$ cat config.mk
export PLATFORM = sky130hd
export DESIGN_NAME = toggle_poll_ctrl
export DESIGN_NICKNAME = d
export VERILOG_FILES = /design/src/rtl/toggle_poll_pkg.sv /design/src/rtl/tp_toggle_track.sv /design/src/rtl/tp_poll_budget.sv /design/src/rtl/tp_bus_drive.sv /design/src/rtl/toggle_poll_ctrl.sv
export SDC_FILE = /design/constraint.sdc
export NUM_CORES = 1
export LEC_CHECK = 0
export CAP_MARGIN = 30
export CORE_MARGIN = 5
export CORE_UTILIZATION = 30
export DETAILED_ROUTE_END_ITERATION = 8
export SLEW_MARGIN = 5
export SYNTH_ARGS = -nofsm -noshare
export SYNTH_HDL_FRONTEND = slang
export SYNTH_SLANG_ARGS = --single-unit
$ cat constraint.sdc
create_clock -name clk_i -period 2 [get_ports clk_i]
set_input_delay 0.6 -clock clk_i [delete_from_list [all_inputs] [get_ports clk_i]]
set_output_delay 0.6 -clock clk_i [all_outputs]
set_load 0.005 [all_outputs]
$ cat src/rtl/toggle_poll_pkg.sv
package toggle_poll_pkg;
  localparam int unsigned STAT_W   = 8;
  localparam int unsigned TOG_POS  = 6;
  localparam int unsigned TMO_POS  = 5;
  localparam logic [STAT_W-1:0] RESET_CMD = 8'hF0;

  typedef enum logic [2:0] {
    ST_IDLE,
    ST_FIRST,   // first read of a pair: store only
    ST_NEXT,    // compared read
    ST_PAUSE,
    ST_CLEAR    // reset-command write
  } poll_state_e;
endpackage

$ cat src/rtl/tp_toggle_track.sv
module tp_toggle_track (
  input  logic clk_i,
  input  logic rst_ni,
  input  logic clear_i,
  input  logic load_i,
  input  logic tog_bit_i,
  output logic valid_o,
  output logic toggled_o
);
  logic prev_q;
  logic valid_q;

  always_ff @(posedge clk_i or negedge rst_ni) begin
    if (!rst_ni) begin
      prev_q  <= 1'b0;
      valid_q <= 1'b0;
    end else if (clear_i) begin
      prev_q  <= 1'b0;
      valid_q <= 1'b0;
    end else if (load_i) begin
      prev_q  <= tog_bit_i;
      valid_q <= 1'b1;
    end
  end

  assign valid_o   = valid_q;
  assign toggled_o = valid_q && (tog_bit_i != prev_q);
endmodule

$ cat src/rtl/tp_poll_budget.sv
module tp_poll_budget #(
  parameter int unsigned MAX_POLLS = 64
) (
  input  logic clk_i,
  input  logic rst_ni,
  input  logic clear_i,
  input  logic step_i,
  output logic last_o
);
  localparam int unsigned CNT_W = $clog2(MAX_POLLS + 1);
  localparam logic [CNT_W-1:0] LAST_IDX = CNT_W'(MAX_POLLS - 1);
  localparam logic [CNT_W-1:0] CAP      = CNT_W'(MAX_POLLS);

  logic [CNT_W-1:0] cnt_q;

  always_ff @(posedge clk_i or negedge rst_ni) begin
    if (!rst_ni)                     cnt_q <= '0;
    else if (clear_i)                cnt_q <= '0;
    else if (step_i && cnt_q != CAP) cnt_q <= cnt_q + 1'b1;
  end

  assign last_o = step_i && (cnt_q == LAST_IDX);

  p_step_in_range_r9: assert property (@(posedge clk_i) disable iff (!rst_ni)
    step_i && !clear_i |-> cnt_q < CAP);
endmodule

$ cat src/rtl/tp_bus_drive.sv
module tp_bus_drive import toggle_poll_pkg::*; #(
  parameter int unsigned ADDR_W = 20,
  parameter logic [ADDR_W-1:0] STATUS_ADDR = '0
) (
  input  poll_state_e        st_i,
  output logic               req_o,
  output logic               we_o,
  output logic [ADDR_W-1:0]  addr_o,
  output logic [STAT_W-1:0]  wdata_o
);
  always_comb begin
    req_o   = 1'b0;
    we_o    = 1'b0;
    addr_o  = STATUS_ADDR;
    wdata_o = '0;
    unique case (st_i)
      ST_FIRST, ST_NEXT: req_o = 1'b1;
      ST_CLEAR: begin
        req_o   = 1'b1;
        we_o    = 1'b1;
        wdata_o = RESET_CMD;
      end
      default: ;
    endcase
  end
endmodule

$ cat src/rtl/toggle_poll_ctrl.sv
module toggle_poll_ctrl import toggle_poll_pkg::*; #(
  parameter int unsigned ADDR_W = 20,
  parameter logic [ADDR_W-1:0] STATUS_ADDR = '0,
  parameter int unsigned MAX_POLLS = 64
) (
  input  logic              clk_i,
  input  logic              rst_ni,
  input  logic              start_i,
  input  logic              abandon_i,
  output logic              busy_o,
  output logic              done_o,
  output logic              pass_o,
  output logic              bus_req_o,
  output logic              bus_we_o,
  output logic [ADDR_W-1:0] bus_addr_o,
  output logic [7:0]        bus_wdata_o,
  input  logic              bus_ack_i,
  input  logic [7:0]        bus_rdata_i
);
  poll_state_e st_q, st_d;
  logic recheck_q, rck_set, rck_clr;
  logic done_q, pass_q;
  logic trk_load, trk_clear, trk_valid, toggled;
  logic bud_clear, bud_step, bud_last;
  logic fin_ok, fin_fail, start_take;
  logic rd_ack;
  logic unused_rdata;

  assign unused_rdata = ^{bus_rdata_i[7], bus_rdata_i[4:0]};
  assign rd_ack   = bus_ack_i && (st_q == ST_FIRST || st_q == ST_NEXT);
  assign bud_step = rd_ack;

  tp_toggle_track u_track (
    .clk_i     (clk_i),
    .rst_ni    (rst_ni),
    .clear_i   (trk_clear),
    .load_i    (trk_load),
    .tog_bit_i (bus_rdata_i[TOG_POS]),
    .valid_o   (trk_valid),
    .toggled_o (toggled)
  );

  tp_poll_budget #(.MAX_POLLS(MAX_POLLS)) u_budget (
    .clk_i   (clk_i),
    .rst_ni  (rst_ni),
    .clear_i (bud_clear),
    .step_i  (bud_step),
    .last_o  (bud_last)
  );

  tp_bus_drive #(.ADDR_W(ADDR_W), .STATUS_ADDR(STATUS_ADDR)) u_drive (
    .st_i    (st_q),
    .req_o   (bus_req_o),
    .we_o    (bus_we_o),
    .addr_o  (bus_addr_o),
    .wdata_o (bus_wdata_o)
  );

  always_comb begin
    st_d       = st_q;
    trk_load   = 1'b0;
    trk_clear  = 1'b0;
    bud_clear  = 1'b0;
    rck_set    = 1'b0;
    rck_clr    = 1'b0;
    fin_ok     = 1'b0;
    fin_fail   = 1'b0;
    start_take = 1'b0;
    unique case (st_q)
      ST_IDLE: if (start_i) begin
        start_take = 1'b1;
        trk_clear  = 1'b1;
        bud_clear  = 1'b1;
        rck_clr    = 1'b1;
        st_d       = ST_FIRST;
      end
      ST_FIRST: if (bus_ack_i) begin
        if (abandon_i)     st_d = ST_PAUSE;
        else if (bud_last) st_d = ST_CLEAR;
        else begin
          trk_load = 1'b1;
          st_d     = ST_NEXT;
        end
      end
      ST_NEXT: if (bus_ack_i) begin
        if (abandon_i) st_d = ST_PAUSE;
        else if (!toggled) begin
          fin_ok = 1'b1;
          st_d   = ST_IDLE;
        end
        else if (recheck_q || bud_last) st_d = ST_CLEAR;
        else if (bus_rdata_i[TMO_POS]) begin
          rck_set = 1'b1;     // timeout seen: confirm with a fresh pair
          st_d    = ST_FIRST;
        end
        else trk_load = 1'b1; // slide: compare next read with this one
      end
      ST_PAUSE: if (!abandon_i) begin
        trk_clear = 1'b1;
        bud_clear = 1'b1;
        rck_clr   = 1'b1;
        st_d      = ST_FIRST;
      end
      ST_CLEAR: if (bus_ack_i) begin
        fin_fail = 1'b1;
        st_d     = ST_IDLE;
      end
      default: st_d = ST_IDLE;
    endcase
  end

  always_ff @(posedge clk_i or negedge rst_ni) begin
    if (!rst_ni) begin
      st_q      <= ST_IDLE;
      recheck_q <= 1'b0;
      done_q    <= 1'b0;
      pass_q    <= 1'b0;
    end else begin
      st_q   <= st_d;
      done_q <= fin_ok || fin_fail;
      if (rck_clr)      recheck_q <= 1'b0;
      else if (rck_set) recheck_q <= 1'b1;
      if (start_take)   pass_q <= 1'b0;
      else if (fin_ok)  pass_q <= 1'b1;
    end
  end

  assign busy_o = (st_q != ST_IDLE);
  assign done_o = done_q;
  assign pass_o = pass_q;

  p_req_hold_r2: assert property (@(posedge clk_i) disable iff (!rst_ni)
    bus_req_o && !bus_ack_i |=> bus_req_o && $stable(bus_we_o) && $stable(bus_addr_o));
  p_done_pulse_r8: assert property (@(posedge clk_i) disable iff (!rst_ni)
    done_o |=> !done_o);
  p_done_not_busy_r8: assert property (@(posedge clk_i) disable iff (!rst_ni)
    done_o |-> !busy_o);
  p_pass_via_read_r4: assert property (@(posedge clk_i) disable iff (!rst_ni)
    done_o && pass_o |-> $past(bus_req_o && !bus_we_o && bus_ack_i));
  p_fail_after_write_r7: assert property (@(posedge clk_i) disable iff (!rst_ni)
    done_o && !pass_o |-> $past(bus_req_o && bus_we_o && bus_ack_i && bus_wdata_o == RESET_CMD));
  p_compare_has_ref_r3: assert property (@(posedge clk_i) disable iff (!rst_ni)
    st_q == ST_NEXT |-> trk_valid);
  p_budget_end_r9: assert property (@(posedge clk_i) disable iff (!rst_ni)
    bud_last && !abandon_i && !(st_q == ST_NEXT && !toggled) |=> st_q == ST_CLEAR);
  p_pause_quiet_r10: assert property (@(posedge clk_i) disable iff (!rst_ni)
    st_q == ST_PAUSE |-> !bus_req_o && busy_o);
  p_pause_restart_r10: assert property (@(posedge clk_i) disable iff (!rst_ni)
    st_q == ST_PAUSE && !abandon_i |=> st_q == ST_FIRST && !trk_valid);
endmodule

==> Yosys cells after proc, flatten, opt, wreduce, memory -nomap -nowiden <==
Index checks and enable logic that the tools add are counted.
{ "word_totals": {"ff_bits": 15, "latch_bits": 0, "mem_count": 0, "ram_bits": 0, "romBits": 0, "inputBits": 13} }
{ "op_classes": {"muxes": 50, "mul": 0, "order_cmp": 0, "n_div": 0, "n_eq_ne": 13, "shift": 0, "reduce_logical": 15, "bitwise": 0, "n_addsub": 1} }
{ "op_table": {"columns": ["cell", "count"], "rows": [
  ["2-to-1 mux 1 bit", 33],
  ["2-to-1 mux 3 bit", 11],
  ["one-hot mux 3 bit (5 select lines)", 1],
  ["2-to-1 mux 7 bit", 2],
  ["!= test 2 bit (second input constant)", 5],
  ["2-to-1 mux 8 bit", 1],
  ["nonzero test 2 bit", 4],
  ["adder 7 x 1 -> 7 bit (second input constant)", 1],
  ["equality test 7 x 6 -> 1 bit (second input constant)", 1],
  ["!= test 7 bit (second input constant)", 1],
  ["equality test 3 x 2 -> 1 bit (second input constant)", 2],
  ["AND reduction 6 bit", 1],
  ["!= test 5 x 4 -> 1 bit (second input constant)", 1],
  ["logical AND 1 bit", 4],
  ["one-hot mux 1 bit (2 select lines)", 2],
  ["equality test 3 x 1 -> 1 bit (second input constant)", 1],
  ["equality test 3 bit (second input constant)", 1],
  ["zero test 3 bit", 1],
  ["logical OR 1 bit", 3],
  ["nonzero test 3 bit", 1],
  ["OR reduction 3 bit", 1],
  ["!= test 1 bit", 1]
]} }

==> Depth between registers and ports, before layout <==
Gate-level depths: netlist of the first run.
{ "logic_depth": {"word_depth": 12, "ltp_mapped": 6, "ltp_nobuf": 6} }

==> By module <==
A second synthesis of the first run with hierarchy kept.
{ "unflattened": {"cells_unflattened": 144, "area_unflattened_um2": 1266.2} }
{ "modules_own_cells": {"columns": ["mod", "seq_area_each_um2", "instances", "cells_per_inst", "area_each_um2"], "rows": [
  ["toggle_poll_ctrl", 150.1, 1, 57, 500.5],
  ["tp_poll_budget", 175.2, 1, 46, 436.7],
  ["tp_bus_drive", 0.0, 1, 33, 242.7],
  ["tp_toggle_track", 50.0, 1, 8, 86.3]
]} }

==> Least setup slack after synthesis of the first run <==
Ideal clock, no wire load.
{ "synth_timing": {"path_kind": "reg-to-output", "from": "register st_q[1]", "to": "output port bus_wdata_o[4]", "required_ns": 1.400, "t_arrival_ns": 1.384, "n_path_buf": 3, "stages_incl_launch_ff": 5, "path_slack_ns": 0.016, "cell_sequence": "dfrtp_1 -> buf_2 -> clkbuf_1 -> nor3_1 -> buf_4"} }
{ "synth_via": {"elab_chain_len": 2} }
{ "synth_lines": {"columns": ["item", "line", "text"], "rows": [
  ["from (decl)", "toggle_poll_ctrl.sv:20", "poll_state_e st_q, st_d;"],
  ["from (signal assigned)", "toggle_poll_ctrl.sv:119", "st_q <= st_d;"],
  ["equality test 3 bit", "tp_bus_drive.sv:16", "unique case (st_i)"],
  ["2-to-1 mux 8 bit", "tp_bus_drive.sv:16", null],
  ["to (decl)", "toggle_poll_ctrl.sv:16", "output logic [7:0] bus_wdata_o,"]
]} }
No other way between the ends.

==> Final worst setup path of the first run <==
{ "layout_timing": {"from": "register st_q[2]", "to": "register st_q[1]"} }
{ "layout_via": {"elab_chain_len": 10} }
{ "layout_lines": {"columns": ["item", "line", "text"], "rows": [
  ["equality test 3 x 1 -> 1 bit / equality test 3 x 2 -> 1 bit (equally long branches)", "toggle_poll_ctrl.sv:30, toggle_poll_ctrl.sv:69", null],
  ["logical OR 1 bit", "toggle_poll_ctrl.sv:30", "assign rd_ack = bus_ack_i && (st_q == ST_FIRST || st_q == ST_NEXT);"],
  ["logical AND 1 bit", "toggle_poll_ctrl.sv:30", null],
  ["logical AND 1 bit", "tp_poll_budget.sv:22", "assign last_o = step_i && (cnt_q == LAST_IDX);"],
  ["logical OR 1 bit", "toggle_poll_ctrl.sv:91", "else if (recheck_q || bud_last) st_d = ST_CLEAR;"],
  ["2-to-1 mux 3 bit", "toggle_poll_ctrl.sv:91", null],
  ["2-to-1 mux 3 bit", "toggle_poll_ctrl.sv:87", "else if (!toggled) begin"],
  ["2-to-1 mux 3 bit", "toggle_poll_ctrl.sv:86", "if (abandon_i) st_d = ST_PAUSE;"],
  ["2-to-1 mux 3 bit", "toggle_poll_ctrl.sv:85", "ST_NEXT: if (bus_ack_i) begin"],
  ["one-hot mux 3 bit (5 select lines)", "toggle_poll_ctrl.sv:69", "unique case (st_q)"]
]} }
Several ways; a longest one is shown, not always the timed one. The select of a mux whose other input is x is not followed.
A chain may end at the register's enable or synchronous reset.

==> impl_metrics.tcl, run 1 <==
set metrics [dict create \
    skew_ns 0.000368 \
    num_io_pins 46 \
    ys_seq_area_frac 0.315 \
    cts_max_level 1 \
    clkLatencyLatePin_ns 0.25 \
    grt_max_degree 16 \
    crit_type "flip-flop to flip-flop" \
    ir_drop_mv 0.267 \
    fin_crit_ns 1.97 \
    r2r-start "st_q[2]" \
    via_count 1094 \
    setup_tns_ns 0 \
    die_x_um 73.0 \
    stdcell_area_mm2 0.00162 \
    netlist_area_mm2 0.00119 \
    final_common_cell "buf_4" \
    maxSlewViolCount 0 \
    fp.coreArea_mm2 0.00374 \
    dp_hpwl_um 2030 \
    post_drt_wl_per_cell_um 12.2 \
    synth_area_per_cell_um2 8.38 \
    cts_sinks 15 \
    ys_warn_count 0 \
    hold_viol_final 0 \
    placed_cells 215 \
    antenna_found_initial 0 \
    yosysUniqueCellTypes 38 \
    reg2reg_to "st_q[1]" \
    ctsHoldBuffers 0 \
    ys_seq_elements 15 \
    maxCapViolCount 0 \
    end_kind "flip-flop" \
    max_freq_ghz 0.508 \
    grt_pass1_vias 995 \
    arrival_ns 2.11 \
    routed_via_density 4.62 \
    cts.clk_slew.worst_paths_ns 0.06 \
    syn_to_final_growth_pct 35.9 \
    layout_common_cells "buf_4 (38), conb_1 (24), nor2_1 (12), dfrtp_1 (12)" \
    synth-main-ff-cell "dfrtp_1" \
    initial_utilization 0.318 \
    reg2reg_slack_ns 0.03 \
    finalPower_mw 1.67 \
    port-buffer-count 15 \
    hp-class "flip-flop to flip-flop" \
    tritoncts "yes" \
    p_per_area_mw_per_mm2 1030 \
    ys_async_sr_fraction 1.00 \
    nFillCells 386 \
    pre_cts_ws_ns -0.491 \
    diodes 0 \
    startpoint_type "flip-flop" \
    gp_congestion 0.912 \
    p_leak_nw 0.849 \
    fp.dieH_um 73.0 \
    fp-row-count 22 \
    wl_um 2900 \
    grt_pass1_wl_um 4310 \
    cts-root-buf "clkbuf_8" \
    post-route-period-util 0.984 \
    drive_gt1_frac 0.302 \
    placed_area_mm2 0.00140 \
    dieArea_mm2 0.00533 \
    postSynthCellCount 142 \
    drt_iter0_drc 79 \
    synth_edf_count 0 \
    numCtsBuffers 3 \
    path_max_fanout 4 \
    setup_viol 0 \
    rsz0062_at_grt "yes" \
    endpoint "st_q[1]" \
    drc 0 \
    outcome "complete, no violations" \
    grt_util_all_layers 0.106 \
    setup_ws_ns 0.0323 \
    clockBufferDepth 2 \
    ant_nets 0 \
    stdcell_count 237 \
    crit_start "st_q[2]" \
    grt-ovfl-total 0 \
    worstPathRequired_ns 2.14 \
    firstDrtPassIters 4 \
    fin_nets 205 \
    worst_r2r_path_depth 7 \
]
-- logic make-up (layout without fill, tap and decap cells) --
group	after synthesis	in the layout	share of synthesized area
other	1	24	0.00315
flip-flops	15	15	0.315
adder cells (fa/ha/maj)	2	2	0.0210
AND/OR/NAND/NOR	48	48	0.215
AO/OA/AOI/OAI	24	24	0.144
XOR/XNOR	9	9	0.0662
multiplexers	1	1	0.00946
buffers and inverters	42	66	0.226
-- per-layer routing --
layer,track usage,routed length [µm],part of all wire
met3,0.0207,223,0.077
met4,0.0820,111,0.038
met2,0.162,1360,0.47
met1,0.129,1210,0.42
met5,0,0,0
-- worst max-delay path: stages, from the launching register on --
cell     delay, ns
dfrtp_2       0.43
buf_4         0.14
or2b_1        0.27
nor4_4        0.30
buf_4         0.17
nor2_2        0.05
a221o_1       0.29
a22o_1        0.19
-- area by class of cell --
cell class	count	area [µm²]	area share
Tap cell	48	60.1	0.0372
Inverter	9	33.8	0.0209
Clock buffer	4	45.0	0.0279
Timing Repair Buffer	53	433	0.268
Sequential cell	15	379	0.235
Multi-Input combinational cell	108	666	0.412
-- sequential cells by signal (all words and copies together) (netlist names) --
name,count
done_o,1
pass_o,1
recheck_q,1
st_q,3
u_budget.cnt_q,7
u_track.prev_q,1
u_track.valid_o,1
-- where the power goes --
part / switching (mW) / leakage [nW] / internal (mW)
registers: 0.0658 / 0.198 / 0.376
clock network: 0.112 / 0.0228 / 0.142
logic: 0.461 / 0.629 / 0.509
total: 0.639 / 0.849 / 1.03
-- metrics by stage --
stage	utilization	hold WS (ns)
2_1_floorplan	-	0.304
3_3_place_gp	0.374	0.539
3_5_place_dp	0.374	0.537
4_1_cts	0.404	0.550
5_1_grt	0.432	0.584
6_report	0.432	0.544
-- cell usage after synthesis (4+ instances only) --
cell	number	area [µm²]
xor2_1	6	52.6
buf_4	29	218
dfrtp_1	15	375
nand2_1	8	30.0
nand3_1	5	25.0
a21oi_1	6	30.0
nor2_1	13	48.8
nor3_1	4	20.0
nand4_1	6	37.5
inv_1	9	33.8
-- how the worst min path moves through the flow --
| stage | start | endpoint | cells past startpoint |
|---|---|---|---|
| after floorplan | rst_ni | done_o | 0 |
| after global placement | pass_o | pass_o | 2 |
| after detailed placement | pass_o | pass_o | 2 |
| after CTS | pass_o | pass_o | 2 |
| after global routing | u_track.valid_o | u_track.valid_o | 2 |
| final | pass_o | pass_o | 2 |
-- timing repair --
action,CTS,global route
setup buffers,9,9
pin swaps,3,5
hold endpoints to repair,0,0
resized for setup,7,18
setup endpoints to repair,11,8
(Power assumes the default switching activity.)
==> inputs of run 2 (changes only) <==
--- a/config.mk
+++ b/config.mk
@@ -9,7 +9,9 @@
 export CORE_MARGIN = 5
 export CORE_UTILIZATION = 30
 export DETAILED_ROUTE_END_ITERATION = 8
+export REMOVE_ABC_BUFFERS = 1
 export SLEW_MARGIN = 5
 export SYNTH_ARGS = -nofsm -noshare
 export SYNTH_HDL_FRONTEND = slang
+export SYNTH_HIERARCHICAL = 1
 export SYNTH_SLANG_ARGS = --single-unit
==> run 2 against run 1 <==
Net effect: flip-flop and latch count did not move; the run now ends with negative setup slack left; clock power is 2% lower; total power is 9.4% higher; maximum frequency shrank 7.3%; critical path type unchanged; synthesized cell count grew 1.4%; worst hold slack got worse by 0.054 ns; area after synthesis grew 6.4%; critical endpoint is now u_track/prev_q.
==> impl_metrics.tcl, run 2 <==
set metrics [dict create \
    share_comb_of_total_power 0.631 \
    synth_area_per_cell_um2 8.79 \
    whs_path_depth 2 \
    crit_type "flip-flop to flip-flop" \
    nFillCells 405 \
    yosysUniqueCellTypes 44 \
    clockBufferDepth 2 \
    multi_input_area_um2 782 \
    hp-class "flip-flop to flip-flop" \
    grt_max_degree 16 \
    fp-row-count 23 \
    seqPwrFrac 0.232 \
    synth_common_cells "buf_4 (30), dfrtp_1 (15), nor2_1 (13), a21oi_1 (8), nand2_1 (8)" \
    p_per_area_mw_per_mm2 1050 \
    setup_tns_ns -0.645 \
    min-delay-start "u_track/valid_o" \
    wl_um 3110 \
    use_met3 0.0200 \
    fin_nets 209 \
    outcome "finished, violations left" \
    initial_utilization 0.312 \
    placed_area_mm2 0.00155 \
    drc 0 \
    hold_viol_final 0 \
    post_drt_wl_per_cell_um 12.8 \
    end_kind "flip-flop" \
    fin_crit_ns 2.12 \
    synth_area_leaders "dfrtp_1 (30%), buf_4 (18%), nor2_1 (3.9%), xor2_1 (3.5%), nor4_4 (3.4%)" \
    synth_edf_count 0 \
    stdcell_count 243 \
    via_count 1121 \
    grt_pass1_wl_um 4810 \
    reg2reg_to "u_track/prev_q" \
    startpoint_type "flip-flop" \
    p_leak_nw 0.819 \
    yosys.area.top_type_share 0.296 \
    netlist_area_mm2 0.00127 \
    whs_endpoint "u_track/valid_o" \
    stdcell_area_mm2 0.00174 \
    internal-power_mw 1.13 \
    arrival_ns 2.26 \
    ys_async_sr_fraction 1.00 \
    grt_pass1_vias 1056 \
    grt_util_all_layers 0.111 \
    dieArea_mm2 0.00562 \
    skew_ns 0.00771 \
    placed_cells 229 \
    numCtsBuffers 3 \
    largest_registers "u_budget/cnt_q (7), st_q (3)" \
    ys_warn_count 6 \
    num_io_pins 46 \
    rsz0062_at_grt "yes" \
    grt_use_met2 0.202 \
    path_max_fanout 2 \
    ant_nets 0 \
    setup_viol 9 \
    grt-ovfl-total 0 \
    setup_ws_ns -0.123 \
    routed_via_density 4.61 \
    clkPwrFrac 0.137 \
    fp.dieH_um 75.0 \
    drt_iter0_drc 80 \
    postSynthCellCount 144 \
    worstPathRequired_ns 2.13 \
    ir_drop_mv 0.525 \
    r2r-start "st_q[0]" \
    cts_sinks 15 \
    drive_gt1_frac 0.399 \
    syn_to_final_growth_pct 37.1 \
    seqCellArea_um2 375 \
    violations "negative setup slack" \
    layout_common_cells "buf_4 (35), conb_1 (24), dfrtp_1 (15), nor2_1 (12)" \
    maxSlewViolCount 0 \
    grt.busiest_layer "met2" \
    diodes 0 \
    port-buffer-count 15 \
    netSwitchingPower_uw 691 \
    firstDrtPassIters 4 \
    cts_max_level 1 \
    die_x_um 75.0 \
    cts.clk_slew.worst_paths_ns 0.07 \
    post-route-period-util 1.06 \
    worst_r2r_path_depth 10 \
    cts-root-buf "clkbuf_8" \
    synth-main-ff-cell "dfrtp_1" \
    dp_hpwl_um 2170 \
    antenna_found_initial 0 \
    tritoncts "yes" \
    largest_register_ffs 7 \
    yosysMostFrequentCell "buf_4" \
    maxCapViolCount 0 \
    clkLatencyLatePin_ns 0.25 \
    grtUsageMet1 0.132 \
    final_common_cell "buf_4" \
    regMostFlops "u_budget/cnt_q" \
    reg2reg_slack_ns -0.12 \
    swShare 0.379 \
    gp_congestion 0.868 \
    max_freq_ghz 0.471 \
    yosys.area.top_type "dfrtp_1" \
    ys_seq_elements 15 \
    ys_seq_area_frac 0.296 \
    fp.coreArea_mm2 0.00406 \
]
==> run 2: cell types whose count changed in the layout (fill, tap and decap cells not counted), sizes merged, moves of 3 or more <==
cell          change
o21ai             +3
a21oi             +3
buf               +3
nand4             -4
nor3b             +3
inv               -3
clkbuf            +4
dlymetal6s2s      -4
xnor2             -3
==> run 2: per-stage QoR <==
step                      hold WS, ns  power [mW]  utilization  setup slack (ns)
after floorplan                 0.304       0.925            -            -0.570
after global placement          0.467        1.33        0.382            -0.617
after detailed placement        0.474        1.33        0.382            -0.619
after CTS                       0.494        1.71        0.419            -0.113
after global routing            0.502        1.95        0.428            -0.251
final                           0.490        1.82        0.428            -0.123
==> run 2: routing by layer <==
metal | up-vias | share of wire
met2 | 35 | 0.49
met4 | 0 | 0.013
met1 | 529 | 0.42
li1 | 551 | -
met5 | - | 0
met3 | 6 | 0.074
==> run 2: power by group through the flow <==
stage	Sequential (mW)	Combinational, mW	Clock [mW]
6_report	0.424	1.15	0.249
5_1_grt	0.431	1.25	0.272
4_1_cts	0.417	1.03	0.257
3_5_place_dp	0.418	0.916	0
3_3_place_gp	0.417	0.917	0
2_1_floorplan	0.472	0.452	0
==> run 2: how the worst max path moves through the flow <==
stage / from / endpoint / slack, ns / cells after the start
after floorplan: st_q[1] / u_track/prev_q / -0.57 / 10
after global placement: bus_ack_i / u_track/prev_q / -0.62 / 10
after detailed placement: bus_ack_i / u_track/prev_q / -0.62 / 10
after CTS: st_q[1] / u_track/prev_q / -0.11 / 10
after global routing: st_q[1] / u_track/prev_q / -0.25 / 10
final: st_q[0] / u_track/prev_q / -0.12 / 10
==> run 2: area by class of cell <==
type,count,share of cell area
Sequential cell,15,0.216
Tap cell,50,0.0360
Multi-Input combinational cell,112,0.451
Inverter,6,0.0144
Timing Repair Buffer,56,0.256
Clock inverter,1,0.00288
Clock buffer,3,0.0238
==> run 2: critical path: stages, from the launching register on <==
cell	delay, ns
dfrtp_1	0.41
xor2_2	0.21
and3_4	0.22
nand3_2	0.08
or3_4	0.35
inv_4	0.08
nor4b_4	0.04
nor2b_2	0.15
o2111a_1	0.25
mux2i_1	0.16
nor2_1	0.05
==> run 2: logic make-up (layout without fill, tap and decap cells) <==
| group | after synthesis | after routing | synth area share |
|---|---|---|---|
| and+or+nand+nor | 52 | 52 | 0.261 |
| buffers and inverters | 40 | 66 | 0.214 |
| AOI/OAI and AO/OA | 24 | 24 | 0.126 |
| DFF | 15 | 15 | 0.296 |
| xor gates and xnor gates | 5 | 5 | 0.0346 |
| muxes | 5 | 5 | 0.0455 |
| adders and majority gates | 2 | 2 | 0.0198 |
| other | 1 | 24 | 0.00296 |
==> run 2: what timing repair did <==
action,CTS,global route
resized for setup,34,20
hold buffers,0,0
buffers inserted,6,5
setup endpoints to repair,15,11
pin swaps,12,11
